File: config.mk
export PLATFORM = sky130hd
export DESIGN_NAME = excl_monitor
export DESIGN_NICKNAME = d
export VERILOG_FILES = /design/src/rtl/excl_monitor_pkg.sv /design/src/rtl/excl_resv_reg.sv /design/src/rtl/excl_span_chk.sv /design/src/rtl/excl_monitor.sv
export SDC_FILE = /design/constraint.sdc
export NUM_CORES = 1
export LEC_CHECK = 0
export ABC_AREA = 1
export BUFFER_PORTS_ARGS = -buffer_cell sky130_fd_sc_hd__buf_4
export CORE_ASPECT_RATIO = 0.8
export CORE_MARGIN = 2
export CORE_UTILIZATION = 40
export CTS_CLUSTER_SIZE = 16
export DETAILED_ROUTE_END_ITERATION = 10
export PLACE_DENSITY = 0.65
export SLEW_MARGIN = 20
export SYNTH_ARGS = -nofsm -noshare
export SYNTH_HDL_FRONTEND = slang
export SYNTH_SLANG_ARGS = --single-unit
File: constraint.sdc
create_clock -name clk -period 7.1 [get_ports clk]
set_input_delay 1.775 -clock clk [delete_from_list [all_inputs] [get_ports clk]]
set_output_delay 1.775 -clock clk [all_outputs]
set_load 0.01 [all_outputs]
File: src/rtl/excl_monitor_pkg.sv
// Shared encodings for the exclusive access monitor.
// Assumes the operation and size codes are fixed by the requesting pipeline.
package excl_monitor_pkg;
    typedef enum logic [1:0] {
        OP_STORE = 2'b00,
        OP_LDX   = 2'b01,
        OP_STX   = 2'b10,
        OP_CLR   = 2'b11
    } mon_op_e;

    typedef enum logic [1:0] {
        SZ_BYTE = 2'b00,
        SZ_HALF = 2'b01,
        SZ_WORD = 2'b10,
        SZ_DBL  = 2'b11
    } mon_size_e;

    // Number of bytes minus one for a size code.
    function automatic logic [2:0] size_last_off(input logic [1:0] sz);
        case (sz)
            2'b00:   size_last_off = 3'd0;
            2'b01:   size_last_off = 3'd1;
            2'b10:   size_last_off = 3'd3;
            default: size_last_off = 3'd7;
        endcase
    endfunction
endpackage

File: src/rtl/excl_resv_reg.sv
// Reservation register: holds the Open/Exclusive bit, the region tag and
// the size of the load that made the reservation.
// Assumes set and clear are never asserted together (the top decodes one op).
module excl_resv_reg #(
    parameter int TAG_W = 27
) (
    input  logic             clk,
    input  logic             rst_n,
    input  logic             set_resv,
    input  logic             clr_resv,
    input  logic [TAG_W-1:0] new_tag,
    input  logic [1:0]       new_size,
    output logic             excl_q,
    output logic [TAG_W-1:0] tag_q,
    output logic [1:0]       size_q
);
    // State bit: set by a load-exclusive, cleared by store-exclusive or clear.
    always_ff @(posedge clk) begin
        if (!rst_n)        excl_q <= 1'b0;
        else if (set_resv) excl_q <= 1'b1;
        else if (clr_resv) excl_q <= 1'b0;
    end

    // Tag and size: captured only by a load-exclusive.
    always_ff @(posedge clk) begin
        if (!rst_n) begin
            tag_q  <= '0;
            size_q <= 2'b00;
        end else if (set_resv) begin
            tag_q  <= new_tag;
            size_q <= new_size;
        end
    end


    ldx_sets_excl_chk: assert property (@(posedge clk) disable iff (!rst_n)
        set_resv |=> excl_q);

    ldx_loads_tag_chk: assert property (@(posedge clk) disable iff (!rst_n)
        set_resv |=> (tag_q == $past(new_tag)) && (size_q == $past(new_size)));

    clear_opens_chk: assert property (@(posedge clk) disable iff (!rst_n)
        (clr_resv && !set_resv) |=> !excl_q);
endmodule

File: src/rtl/excl_span_chk.sv
// Address coverage check: decides whether a store-exclusive lies in the
// reserved region. Same-size stores compare the start region only; stores
// of another size must have both first and last byte in the region.
// Assumes the region is 2**GRAN_LG2 bytes, naturally aligned.
module excl_span_chk
    import excl_monitor_pkg::*;
#(
    parameter int ADDR_W   = 32,
    parameter int GRAN_LG2 = 5,
    localparam int TAG_W   = ADDR_W - GRAN_LG2
) (
    input  logic [ADDR_W-1:0] addr,
    input  logic [1:0]        size,
    input  logic [TAG_W-1:0]  tag,
    input  logic [1:0]        tag_size,
    output logic              covered
);
    logic [ADDR_W-1:0] last_addr;
    logic              first_hit;
    logic              last_hit;
    logic              same_size;

    // Address of the final byte the store touches.
    always_comb last_addr = addr + ADDR_W'(size_last_off(size));

    // Region comparisons for both ends and the size match.
    always_comb begin
        first_hit = (addr[ADDR_W-1:GRAN_LG2] == tag);
        last_hit  = (last_addr[ADDR_W-1:GRAN_LG2] == tag);
        same_size = (size == tag_size);
    end

    // Coverage rule chosen by whether the sizes agree.
    always_comb covered = first_hit && (same_size || last_hit);
endmodule

File: src/rtl/excl_monitor.sv
// Exclusive access monitor for one processor. It decodes the request,
// updates the reservation and answers store-exclusive requests in the same
// cycle with status, status-valid and write-permit.
// Assumes at most one request per cycle and that the fault flag is already
// resolved when the request is presented.
module excl_monitor
    import excl_monitor_pkg::*;
#(
    parameter int ADDR_W   = 32,
    parameter int GRAN_LG2 = 5,
    localparam int TAG_W   = ADDR_W - GRAN_LG2
) (
    input  logic              clk,
    input  logic              rst_n,
    input  logic              req_valid,
    input  logic [1:0]        req_op,
    input  logic [ADDR_W-1:0] req_addr,
    input  logic [1:0]        req_size,
    input  logic              req_fault,
    output logic              stx_status,
    output logic              stx_status_valid,
    output logic              stx_permit
);
    mon_op_e          op;
    logic             is_ldx, is_stx, is_clr, is_str;
    logic             excl_q;
    logic [TAG_W-1:0] tag_q;
    logic [1:0]       size_q;
    logic             covered;
    logic             pass;

    // Decode the single request of this cycle.
    always_comb begin
        op     = mon_op_e'(req_op);
        is_ldx = req_valid && (op == OP_LDX);
        is_stx = req_valid && (op == OP_STX);
        is_clr = req_valid && (op == OP_CLR);
        is_str = req_valid && (op == OP_STORE);
    end

    excl_resv_reg #(.TAG_W(TAG_W)) u_resv (
        .clk      (clk),
        .rst_n    (rst_n),
        .set_resv (is_ldx),
        .clr_resv (is_stx || is_clr),
        .new_tag  (req_addr[ADDR_W-1:GRAN_LG2]),
        .new_size (req_size),
        .excl_q   (excl_q),
        .tag_q    (tag_q),
        .size_q   (size_q)
    );

    excl_span_chk #(.ADDR_W(ADDR_W), .GRAN_LG2(GRAN_LG2)) u_span (
        .addr     (req_addr),
        .size     (req_size),
        .tag      (tag_q),
        .tag_size (size_q),
        .covered  (covered)
    );

    // Pass needs a held reservation, coverage and no fault.
    always_comb pass = is_stx && excl_q && covered && !req_fault;

    // Same-cycle response for a store-exclusive.
    always_comb begin
        stx_status_valid = is_stx;
        stx_status       = is_stx && !pass;
        stx_permit       = pass;
    end


    fault_blocks_chk: assert property (@(posedge clk) disable iff (!rst_n)
        (is_stx && req_fault) |-> (stx_status && !stx_permit));

    open_fails_chk: assert property (@(posedge clk) disable iff (!rst_n)
        (is_stx && !excl_q) |-> !stx_permit);

    permit_needs_pass_chk: assert property (@(posedge clk) disable iff (!rst_n)
        stx_permit |-> (stx_status_valid && !stx_status));

    store_keeps_state_chk: assert property (@(posedge clk) disable iff (!rst_n)
        is_str |=> ($stable(excl_q) && $stable(tag_q) && $stable(size_q)));

    clear_opens_chk: assert property (@(posedge clk) disable iff (!rst_n)
        is_clr |=> !excl_q);
endmodule

==> reports/metrics.yaml, run 1 <==
synthAdderAreaFrac: 0.009492
ant_nets: 0
die_h_microns: 76.61
irDropWorstVdd_uv: 70.63
wl_per_cell_microns: 13.20
met1_usage: 0.3382
fin_nets: 520
core-area_sq_um: 6376
synth_top_area_cell: "dfxtp_1"
end_kind: "primary output"
synth_mux_area_frac: 0
period_minus_slack_ns: 5.545
grt_pass1_vias: 2605
drt_iter0_drc: 124
clkLatencyLatePin_ns: 0.28
post-place-ws_ns: 1.572
cts-root-buf: "clkbuf_8"
drv_slew: 0
drc: 0
place_congestion: 0.9513
max_slew_margin: 0.4797
grt_setup_unrepaired: "no"
io_pins: 43
netlist_instances: 440
drive_above_1_share: 0.1879
antenna_cells: 0
synth-xor-area-share: 0.1087
r2r_cells: 2
grt_pass1_wl_microns: 12400
synth-async-reset-ratio: 0
dieArea_sq_um: 7260
die_x_microns: 94.77
yosysSeqAreaShare: 0.2278
worstHoldPathType: "register to register"
clkTransAtPathRegs_ns: 0.07
min_from: "u_resv.excl_q"
grt_overflow: 0
synth-compound-area-share: 0.07973
worst_pin_slew_ns: 0.7756
p_leak_nw: 1.586
ff2ff_setup_slack_ns: 6.41
grt_max_degree: 33
cp.required_ns: 5.33
r2r-end: "u_resv.tag_q[12]"
track_usage: 0.2157
cts-hold-fix-buffers: 0
r2r_start: "u_resv.tag_q[12]"
finalHoldViolCount: 0
worst_slack_ns: 1.555
startpoint_type: "primary input"
ys_ff_latch: 30
cts_sinks: 30
synth.most_common_cell: "nand2_1"
finClkSkew_ns: 0
crit_fanout: 5
dp_hpwl_microns: 5855
whs_path_depth: 2
firstDrtPassIters: 5
final.setup.tns_ns: 0
maxCapViolCount: 0
area_growth_pct: 18.46
antenna_found_initial: 0
synth-edff-count: 0
start_util: 0.4135
synth_top_area_frac: 0.2278
fp-row-count: 26
status: "complete, no violations"
min_to: "u_resv.excl_q"
period_share: 0.7809
setup_violations: 0
port_buffers: 42
fmax_mhz: 180.4
syn_area_sq_um: 2636
post-cts-setup-buffers: 0
synth_fp_nets: 482
synthTopCellsByArea: "dfxtp_1 (23%), nand2_1 (14%), nor2_1 (12%)"
vias: 2829
ctsResizeCount: 0
synthSimpleGateAreaFrac: 0.4751
yosys_warnings: 0
synth.distinct_cells: 36
synth_common_cells: "nand2_1 (95), nor2_1 (82), inv_1 (48)"
wl_microns: 7432
cts_tree: "done"
htree_levels: 2
viasPerCell: 5.025
crit_type: "primary input to primary output"
synth_top_family_by_area: "simple AND/OR/NAND/NOR gates"
clock_path_buffers: 2
grt.met3_usage: 0.03858
cts_made_buffers: 5
dominantRegCellSynth: "dfxtp_1"
grtUsageMet2: 0.3064
syn_avg_cell_area_sq_um: 5.992
busiest_layer: "met1"
p_per_area_nw_per_um2: 151.1
worst_ep_arrival_time_ns: 3.77
==> layout make-up <==
class | instances | area, sq um
Sequential cell | 30 | 600.6
Clock buffer | 8 | 110.1
Inverter | 56 | 210.2
Multi-Input combinational cell | 342 | 1774
Tap cell | 84 | 105.1
Timing Repair Buffer | 43 | 322.8
Fill cell | 700 | 3253
==> where the power goes <==
part	switching (mW)	internal, mW	leakage, nW	total, mW
Sequential	0.00535	0.177	0.246	0.182
Clock	0.0699	0.0979	0.0575	0.168
Combinational	0.0755	0.0463	1.28	0.122
Total	0.151	0.321	1.59	0.472
==> layout by cell type (no fill, tap or decap), types with 3 or more instances in the layout <==
cell type,instances
nand2_1,95
nor2_1,82
inv_1,48
buf_4,43
nand3_1,31
o21ai_0,30
dfxtp_1,30
xor2_1,24
nand2_2,14
nand4_1,14
clkbuf_8,8
nor2_2,6
inv_2,6
xnor2_1,6
a21oi_1,6
nand3_2,4
nor2_4,4
nor4_1,4
and2_1,3
nor3_1,3
==> how the worst max path moves through the flow <==
stage                     start    endpoint  slack, ns
global route        req_size[1]  stx_status       1.32
finish              req_size[1]  stx_status       1.56
detailed placement  req_size[1]  stx_status       1.57
global placement    req_size[1]  stx_status       1.62
CTS                 req_size[1]  stx_status       1.56
floorplan           req_size[1]  stx_permit       2.02
==> state kept, by name, indices dropped and copies added (netlist names) <==
| register | cells |
|---|---|
| u_resv.excl_q | 1 |
| u_resv.tag_q | 27 |
| u_resv.size_q | 2 |
==> critical path, cell delays in order <==
cell	delay (ns)
buf_4	0.13
nand2_1	0.06
inv_1	0.04
ha_1	0.30
nand2_1	0.08
nor2_2	0.11
nand2_1	0.10
nand2_2	0.11
nand2_1	0.06
nand2_1	0.06
nand3_1	0.06
nor2_1	0.10
nand2_1	0.08
nor2_1	0.10
nand3_1	0.10
nor2_1	0.14
nand2_2	0.08
nand2_1	0.09
a21oi_2	0.05
buf_4	0.14
==> cells by family (layout without fill, tap and decap cells) <==
| logic type | Yosys count | count (layout) |
|---|---|---|
| adders and majority gates | 2 | 2 |
| AOI/OAI and AO/OA | 40 | 40 |
| DFF | 30 | 30 |
| and+or+nand+nor | 269 | 269 |
| buffers and inverters | 68 | 107 |
| xor gates and xnor gates | 31 | 31 |
==> metal layers <==
| metal | vias to the layer above | share of wire |
|---|---|---|
| li1 | 1455 | - |
| met1 | 1271 | 0.52 |
| met2 | 98 | 0.41 |
| met3 | 5 | 0.067 |
| met4 | 0 | 0.0061 |
| met5 | - | 0 |
==> stage by stage <==
| stage | hold WS [ns] | instance area, sq um | std cells | total power, mW | utilization |
|---|---|---|---|---|---|
| floorplan | 0.4278 | 2636 | 440 | 0.2592 | - |
| global placement | 0.4455 | 3013 | 555 | 0.3047 | 0.4725 |
| detailed placement | 0.4505 | 3013 | 555 | 0.3055 | 0.4725 |
| CTS | 0.4616 | 3123 | 563 | 0.4759 | 0.4898 |
| global route | 0.4905 | 3123 | 563 | 0.4976 | 0.4898 |
| finish | 0.4605 | 3123 | 563 | 0.4720 | 0.4898 |
No activity file was read; power rests on OpenSTA's default activity.
==> run 2, diff against run 1 <==
- PLACE_DENSITY: 0.65 -> 0.67
- clock period: 7.1 -> 5.1 ns (I/O delays scaled with it)
==> reports/metrics.yaml, run 2 (synthesized netlist as in run 1, its figures left out) <==
status: "complete, no violations"  # unchanged
max_slew_margin: 0.4973  # was 0.4797
cts_made_buffers: 5  # unchanged
clkLatencyLatePin_ns: 0.28  # about the same
r2r_cells: 2  # unchanged
start_util: 0.4135  # unchanged
grt_pass1_wl_microns: 12340  # was 12400 microns
layout.cells.non_filler: 563  # unchanged
slowest_stage: "ha_1"  # unchanged
ant_nets: 0  # unchanged
startpoint_type: "primary input"  # unchanged
crit_type: "primary input to primary output"  # unchanged
fmax_mhz: 220.4
post-cts-setup-buffers: 0  # unchanged
crit_fanout: 5  # unchanged
wl_per_cell_microns: 13.30  # was 13.20 microns
cts_sinks: 30  # unchanged
place_congestion: 0.9256  # was 0.9513
whs_path_depth: 2  # unchanged
crit_path_max_incr_delay_ns: 0.30  # about the same
layout_common_cells: "nand2_1 (95), nor2_1 (82), inv_1 (48)"  # unchanged
htree_levels: 2  # unchanged
firstDrtPassIters: 5  # unchanged
p_leak_nw: 1.576  # was 1.586 nW
ctsResizeCount: 0  # unchanged
period_minus_slack_ns: 4.537
grt_overflow: 0  # unchanged
dp_hpwl_microns: 6066  # was 5855 microns
cts-hold-fix-buffers: 0  # unchanged
min_from: "u_resv.excl_q"  # unchanged
p_per_area_nw_per_um2: 203.5  # was 151.1 nW/um^2
min_to: "u_resv.excl_q"  # unchanged
worstHoldPathType: "register to register"  # unchanged
worst_pin_slew_ns: 0.7494  # was 0.7756 ns
wl_microns: 7489  # was 7432 microns
ff2ff_setup_slack_ns: 4.42  # was 6.41 ns
layout_commonest_cell: "nand2_1"  # unchanged
drt_iter0_drc: 189  # was 124
worstPathCellList: "buf_4 > nand2_1 > inv_1 > ha_1 > nand2_1 > inv_1 > nand3_1 > nand2_2 > nand3_2 > nor2_4 > nand2_2 > nor2_1 > nand2_1 > nand2_1 > nand3_1 > nor2_1 > nand2_2 > nand2_1 > a21oi_2 > buf_4"  # was buf_4 > nand2_1 > inv_1 > ha_1 > nand2_1 > nor2_2 > nand2_1 > nand2_2 > nand2_1 > nand2_1 > nand3_1 > nor2_1 > nand2_1 > nor2_1 > nand3_1 > nor2_1 > nand2_2 > nand2_1 > a21oi_2 > buf_4
cts_tree: "done"  # unchanged
viasPerCell: 4.948  # was 5.025
r2r_start: "u_resv.tag_q[1]"  # was u_resv.tag_q[12]
track_usage: 0.2162  # was 0.2157
worst_ep_arrival_time_ns: 3.26  # was 3.77 ns
period_share: 0.8897
r2r-end: "u_resv.tag_q[1]"  # was u_resv.tag_q[12]
grt_setup_unrepaired: "no"  # unchanged
drc: 0  # unchanged
clock_path_buffers: 2  # unchanged
die_h_microns: 76.61  # unchanged
cts-root-buf: "clkbuf_8"  # unchanged
post-route-util: 0.4874  # was 0.4898
fp-row-count: 26  # unchanged
power_mw: 0.6325  # was 0.4720 mW
largestRegisters: "u_resv.tag_q x27, u_resv.size_q x2, u_resv.excl_q x1"  # unchanged
io_pins: 43  # unchanged
timing.hold.ws_ns: 0.4834  # was 0.4605 ns
grt_max_degree: 33  # unchanged
cp.required_ns: 3.83  # was 5.33 ns
grt_pass1_vias: 2508  # was 2605
vias: 2786  # was 2829
core-area_sq_um: 6376  # unchanged
dieArea_sq_um: 7260  # unchanged
placed_cells: 555  # unchanged
irDropWorstVdd_uv: 96.63  # was 70.63 uV
finClkSkew_ns: 0  # unchanged
final.setup.tns_ns: 0  # unchanged
setup_violations: 0  # unchanged
clkTransAtPathRegs_ns: 0.07  # about the same
drive_above_1_share: 0.1879  # unchanged
finalHoldViolCount: 0  # unchanged
die_x_microns: 94.77  # unchanged
port_buffers: 42  # unchanged
area_growth_pct: 17.89  # was 18.46%
maxCapViolCount: 0  # unchanged
antenna_found_initial: 0  # unchanged
num-fill-cells: 701  # was 700
largest_register_ffs: 27  # unchanged
fin_nets: 520  # unchanged
drv_slew: 0  # unchanged
top_register: "u_resv.tag_q"  # unchanged
antenna_cells: 0  # unchanged
cp_common_cell: "nand2_1"  # unchanged
end_kind: "primary output"  # unchanged
## run 2: power breakdown
part | switching, mW | leakage (nW) | total, mW | internal [mW]
Combinational | 0.105 | 1.28 | 0.169 | 0.0645
Sequential | 0.00747 | 0.246 | 0.254 | 0.247
Clock | 0.101 | 0.0472 | 0.209 | 0.108
## run 2: how the worst max path moves through the flow
stage,slack [ns],endpoint,startpoint
2_1_floorplan,1.02,stx_permit,req_size[1]
3_3_place_gp,0.57,stx_status,req_size[1]
3_5_place_dp,0.57,stx_status,req_size[1]
4_1_cts,0.57,stx_status,req_size[1]
5_1_grt,0.35,stx_status,req_size[1]
6_report,0.56,stx_status,req_size[1]
## run 2: area by class of cell
cell class	count	area [sq um]	area share
clock buffer	6	82.58	0.02657
sequential	30	600.6	0.1932
tap	84	105.1	0.03382
clock inverter	2	12.51	0.004026
inverter	56	210.2	0.06763
multi-input combinational	342	1774	0.5709
timing repair buffer	43	322.8	0.1039
## run 2: critical path: cells and delay by family
kind | cells | cell delay, ns
buffers and inverters | 4 | 0.36
and+or+nand+nor | 14 | 1.28
adders and majority gates | 1 | 0.30
AOI/OAI and AO/OA | 1 | 0.05
## run 2: routing by layer
| metal | global-route usage | share of wire | up-vias |
|---|---|---|---|
| met2 | 0.3092 | 0.41 | 87 |
| met1 | 0.3351 | 0.53 | 1233 |
| met3 | 0.04352 | 0.050 | 6 |
| li1 | - | - | 1460 |
| met5 | 0 | 0 | - |
| met4 | 0.03478 | 0.0063 | 0 |
## run 2: through the flow
| step | area (sq um) | worst slack [ns] |
|---|---|---|
| after detailed placement | 3013 | 0.5710 |
| after global placement | 3013 | 0.5671 |
| final | 3108 | 0.5627 |
| after global routing | 3108 | 0.3498 |
| after CTS | 3108 | 0.5677 |
| after floorplan | 2636 | 1.022 |
==> run 3, diff against run 2 <==
- PLACE_DENSITY: 0.67 -> 0.65
- clock period: 5.1 -> 5.8 ns (I/O delays scaled with it)
==> reports/metrics.yaml, run 3 (synthesized netlist as in run 1, its figures left out) <==
setup_violations: 0  # unchanged
fin_nets: 520  # unchanged
clkTransAtPathRegs_ns: 0.06  # was 0.07 ns
ant_nets: 0  # unchanged
timing.hold.ws_ns: 0.4612  # was 0.4834 ns
min_from: "u_resv.excl_q"  # unchanged
top_register: "u_resv.tag_q"  # unchanged
slowest_stage: "ha_1"  # unchanged
clkPwrFrac: 0.330  # was 0.331
fp-row-count: 26  # unchanged
r2r_start: "u_resv.tag_q[3]"  # was u_resv.tag_q[1]
cp_common_cell: "nand2_1"  # unchanged
irDropWorstVdd_uv: 83.65  # was 96.63 uV
finalHoldViolCount: 0  # unchanged
r2r_cells: 2  # unchanged
cp_top_family: "simple AND/OR/NAND/NOR gates"  # unchanged
drv_slew: 0  # unchanged
worst_ep_arrival_time_ns: 3.45  # was 3.26 ns
drt_iter0_drc: 150  # was 189
core-area_sq_um: 6376  # unchanged
worst_pin_slew_ns: 0.7960  # was 0.7494 ns
die_h_microns: 76.61  # unchanged
grt_pass1_vias: 2518  # was 2508
period_share: 0.8457
power.internal_mw: 0.3691  # was 0.4194 mW
min_to: "u_resv.excl_q"  # unchanged
layout_common_cells: "nand2_1 (95), nor2_1 (82), inv_1 (48)"  # unchanged
post-cts-setup-buffers: 0  # unchanged
worst_slack_ns: 0.8952  # was 0.5627 ns
layout.cells.non_filler: 563  # unchanged
status: "complete, no violations"  # unchanged
vias: 2786  # unchanged
period_minus_slack_ns: 4.905
cp.required_ns: 4.35  # was 3.83 ns
combPwrFrac: 0.266  # was 0.268
viasPerCell: 4.948  # unchanged
drc: 0  # unchanged
antenna_cells: 0  # unchanged
largest_register_ffs: 27  # unchanged
end_kind: "primary output"  # unchanged
grt_pass1_wl_microns: 12070  # was 12340 microns
p_leak_nw: 1.577  # was 1.576 nW
maxCapViolCount: 0  # unchanged
worstPathCellList: "buf_4 > nand2_1 > inv_1 > ha_1 > nand2_1 > nor2_2 > nand2_1 > nand2_2 > nand3_1 > nor2_1 > xor2_1 > nand4_1 > nor2_1 > nand2_2 > nand2_1 > a21oi_2 > buf_4"  # was buf_4 > nand2_1 > inv_1 > ha_1 > nand2_1 > inv_1 > nand3_1 > nand2_2 > nand3_2 > nor2_4 > nand2_2 > nor2_1 > nand2_1 > nand2_1 > nand3_1 > nor2_1 > nand2_2 > nand2_1 > a21oi_2 > buf_4
critPathBufInv: 3  # was 4
r2r-end: "u_resv.tag_q[3]"  # was u_resv.tag_q[1]
final.setup.tns_ns: 0  # unchanged
antenna_found_initial: 0  # unchanged
cts-hold-fix-buffers: 0  # unchanged
htree_levels: 2  # unchanged
layout_commonest_cell: "nand2_1"  # unchanged
crit_type: "primary input to primary output"  # unchanged
wl_per_cell_microns: 13.06  # was 13.30 microns
grt_overflow: 0  # unchanged
io_pins: 43  # unchanged
placed_cells: 555  # unchanged
port_buffers: 42  # unchanged
cts_sinks: 30  # unchanged
largestRegisters: "u_resv.tag_q x27, u_resv.size_q x2, u_resv.excl_q x1"  # unchanged
dieArea_sq_um: 7260  # unchanged
p_sw_frac: 0.3328  # was 0.3369
clkLatencyLatePin_ns: 0.28  # about the same
crit_path_max_incr_delay_ns: 0.29  # was 0.30 ns
dp_hpwl_microns: 5848  # was 6066 microns
area_growth_pct: 17.75  # was 17.89%
max_slew_margin: 0.4660  # was 0.4973
startpoint_type: "primary input"  # unchanged
fmax_mhz: 203.9
die_x_microns: 94.77  # unchanged
drive_above_1_share: 0.1858  # was 0.1879
finClkSkew_ns: 0  # unchanged
cts_tree: "done"  # unchanged
p_per_area_nw_per_um2: 178.2  # was 203.5 nW/um^2
grt_setup_unrepaired: "no"  # unchanged
worstHoldPathType: "register to register"  # unchanged
wl_microns: 7355  # was 7489 microns
track_usage: 0.2110  # was 0.2162
crit_fanout: 5  # unchanged
firstDrtPassIters: 5  # unchanged
p_switching_mw: 0.1841  # was 0.2131 mW
ctsResizeCount: 0  # unchanged
post-place-ws_ns: 0.9057  # was 0.5710 ns
place_congestion: 0.9439  # was 0.9256
seqPwrFrac: 0.403  # was 0.402
whs_path_depth: 2  # unchanged
start_util: 0.4135  # unchanged
clock_path_buffers: 2  # unchanged
cts_made_buffers: 5  # unchanged
ff2ff_setup_slack_ns: 5.14  # was 4.42 ns
cts-root-buf: "clkbuf_8"  # unchanged
power_mw: 0.5533  # was 0.6325 mW
grt_max_degree: 33  # unchanged
[run 3: changes by cell type in the layout (fill, tap and decap cells not counted), sizes merged]
cell      delta
clkinvlp     -1
clkbuf       +1
[run 3: worst max path at each step]
stage	from	end	slack (ns)	depth (start not counted)
after CTS	req_size[1]	stx_status	0.90	17
after global placement	req_size[1]	stx_status	0.94	17
final	req_size[1]	stx_status	0.90	17
after floorplan	req_size[1]	stx_permit	1.37	17
after global routing	req_size[1]	stx_status	0.63	20
after detailed placement	req_size[1]	stx_status	0.91	17
[run 3: worst min-delay path: cells and delay by family (launching register included)]
kind | cells | cell delay (ns)
buffers and inverters | 1 | 0.06
DFF | 1 | 0.30
AOI/OAI and AO/OA | 1 | 0.06
[run 3: through the flow]
step,area (sq um),utilization
after floorplan,2636,-
after global placement,3013,0.4725
after detailed placement,3013,0.4725
after CTS,3104,0.4869
after global routing,3104,0.4869
final,3104,0.4869
[run 3: power groups by stage]
stage / Sequential [mW] / Combinational (mW) / Clock, mW
after floorplan: 0.227 / 0.0908 / 0
after global placement: 0.228 / 0.145 / 0
after detailed placement: 0.228 / 0.146 / 0
after CTS: 0.223 / 0.147 / 0.187
after global routing: 0.224 / 0.166 / 0.196
final: 0.223 / 0.147 / 0.183
[run 3: area by class of cell]
| class | count | area (sq um) |
|---|---|---|
| Clock inverter | 1 | 5.005 |
| Fill cell | 686 | 3272 |
| Tap cell | 84 | 105.1 |
| Inverter | 56 | 210.2 |
| Timing Repair Buffer | 43 | 322.8 |
| Sequential cell | 30 | 600.6 |
| Clock buffer | 7 | 86.33 |
| Multi-Input combinational cell | 342 | 1774 |
[run 3: routing by layer]
layer	track usage	vias to the layer above	share of wire
li1	-	1456	-
met1	0.3309	1241	0.52
met2	0.2922	80	0.41
met3	0.03165	9	0.061
met4	0.06232	0	0.014
met5	0	-	0
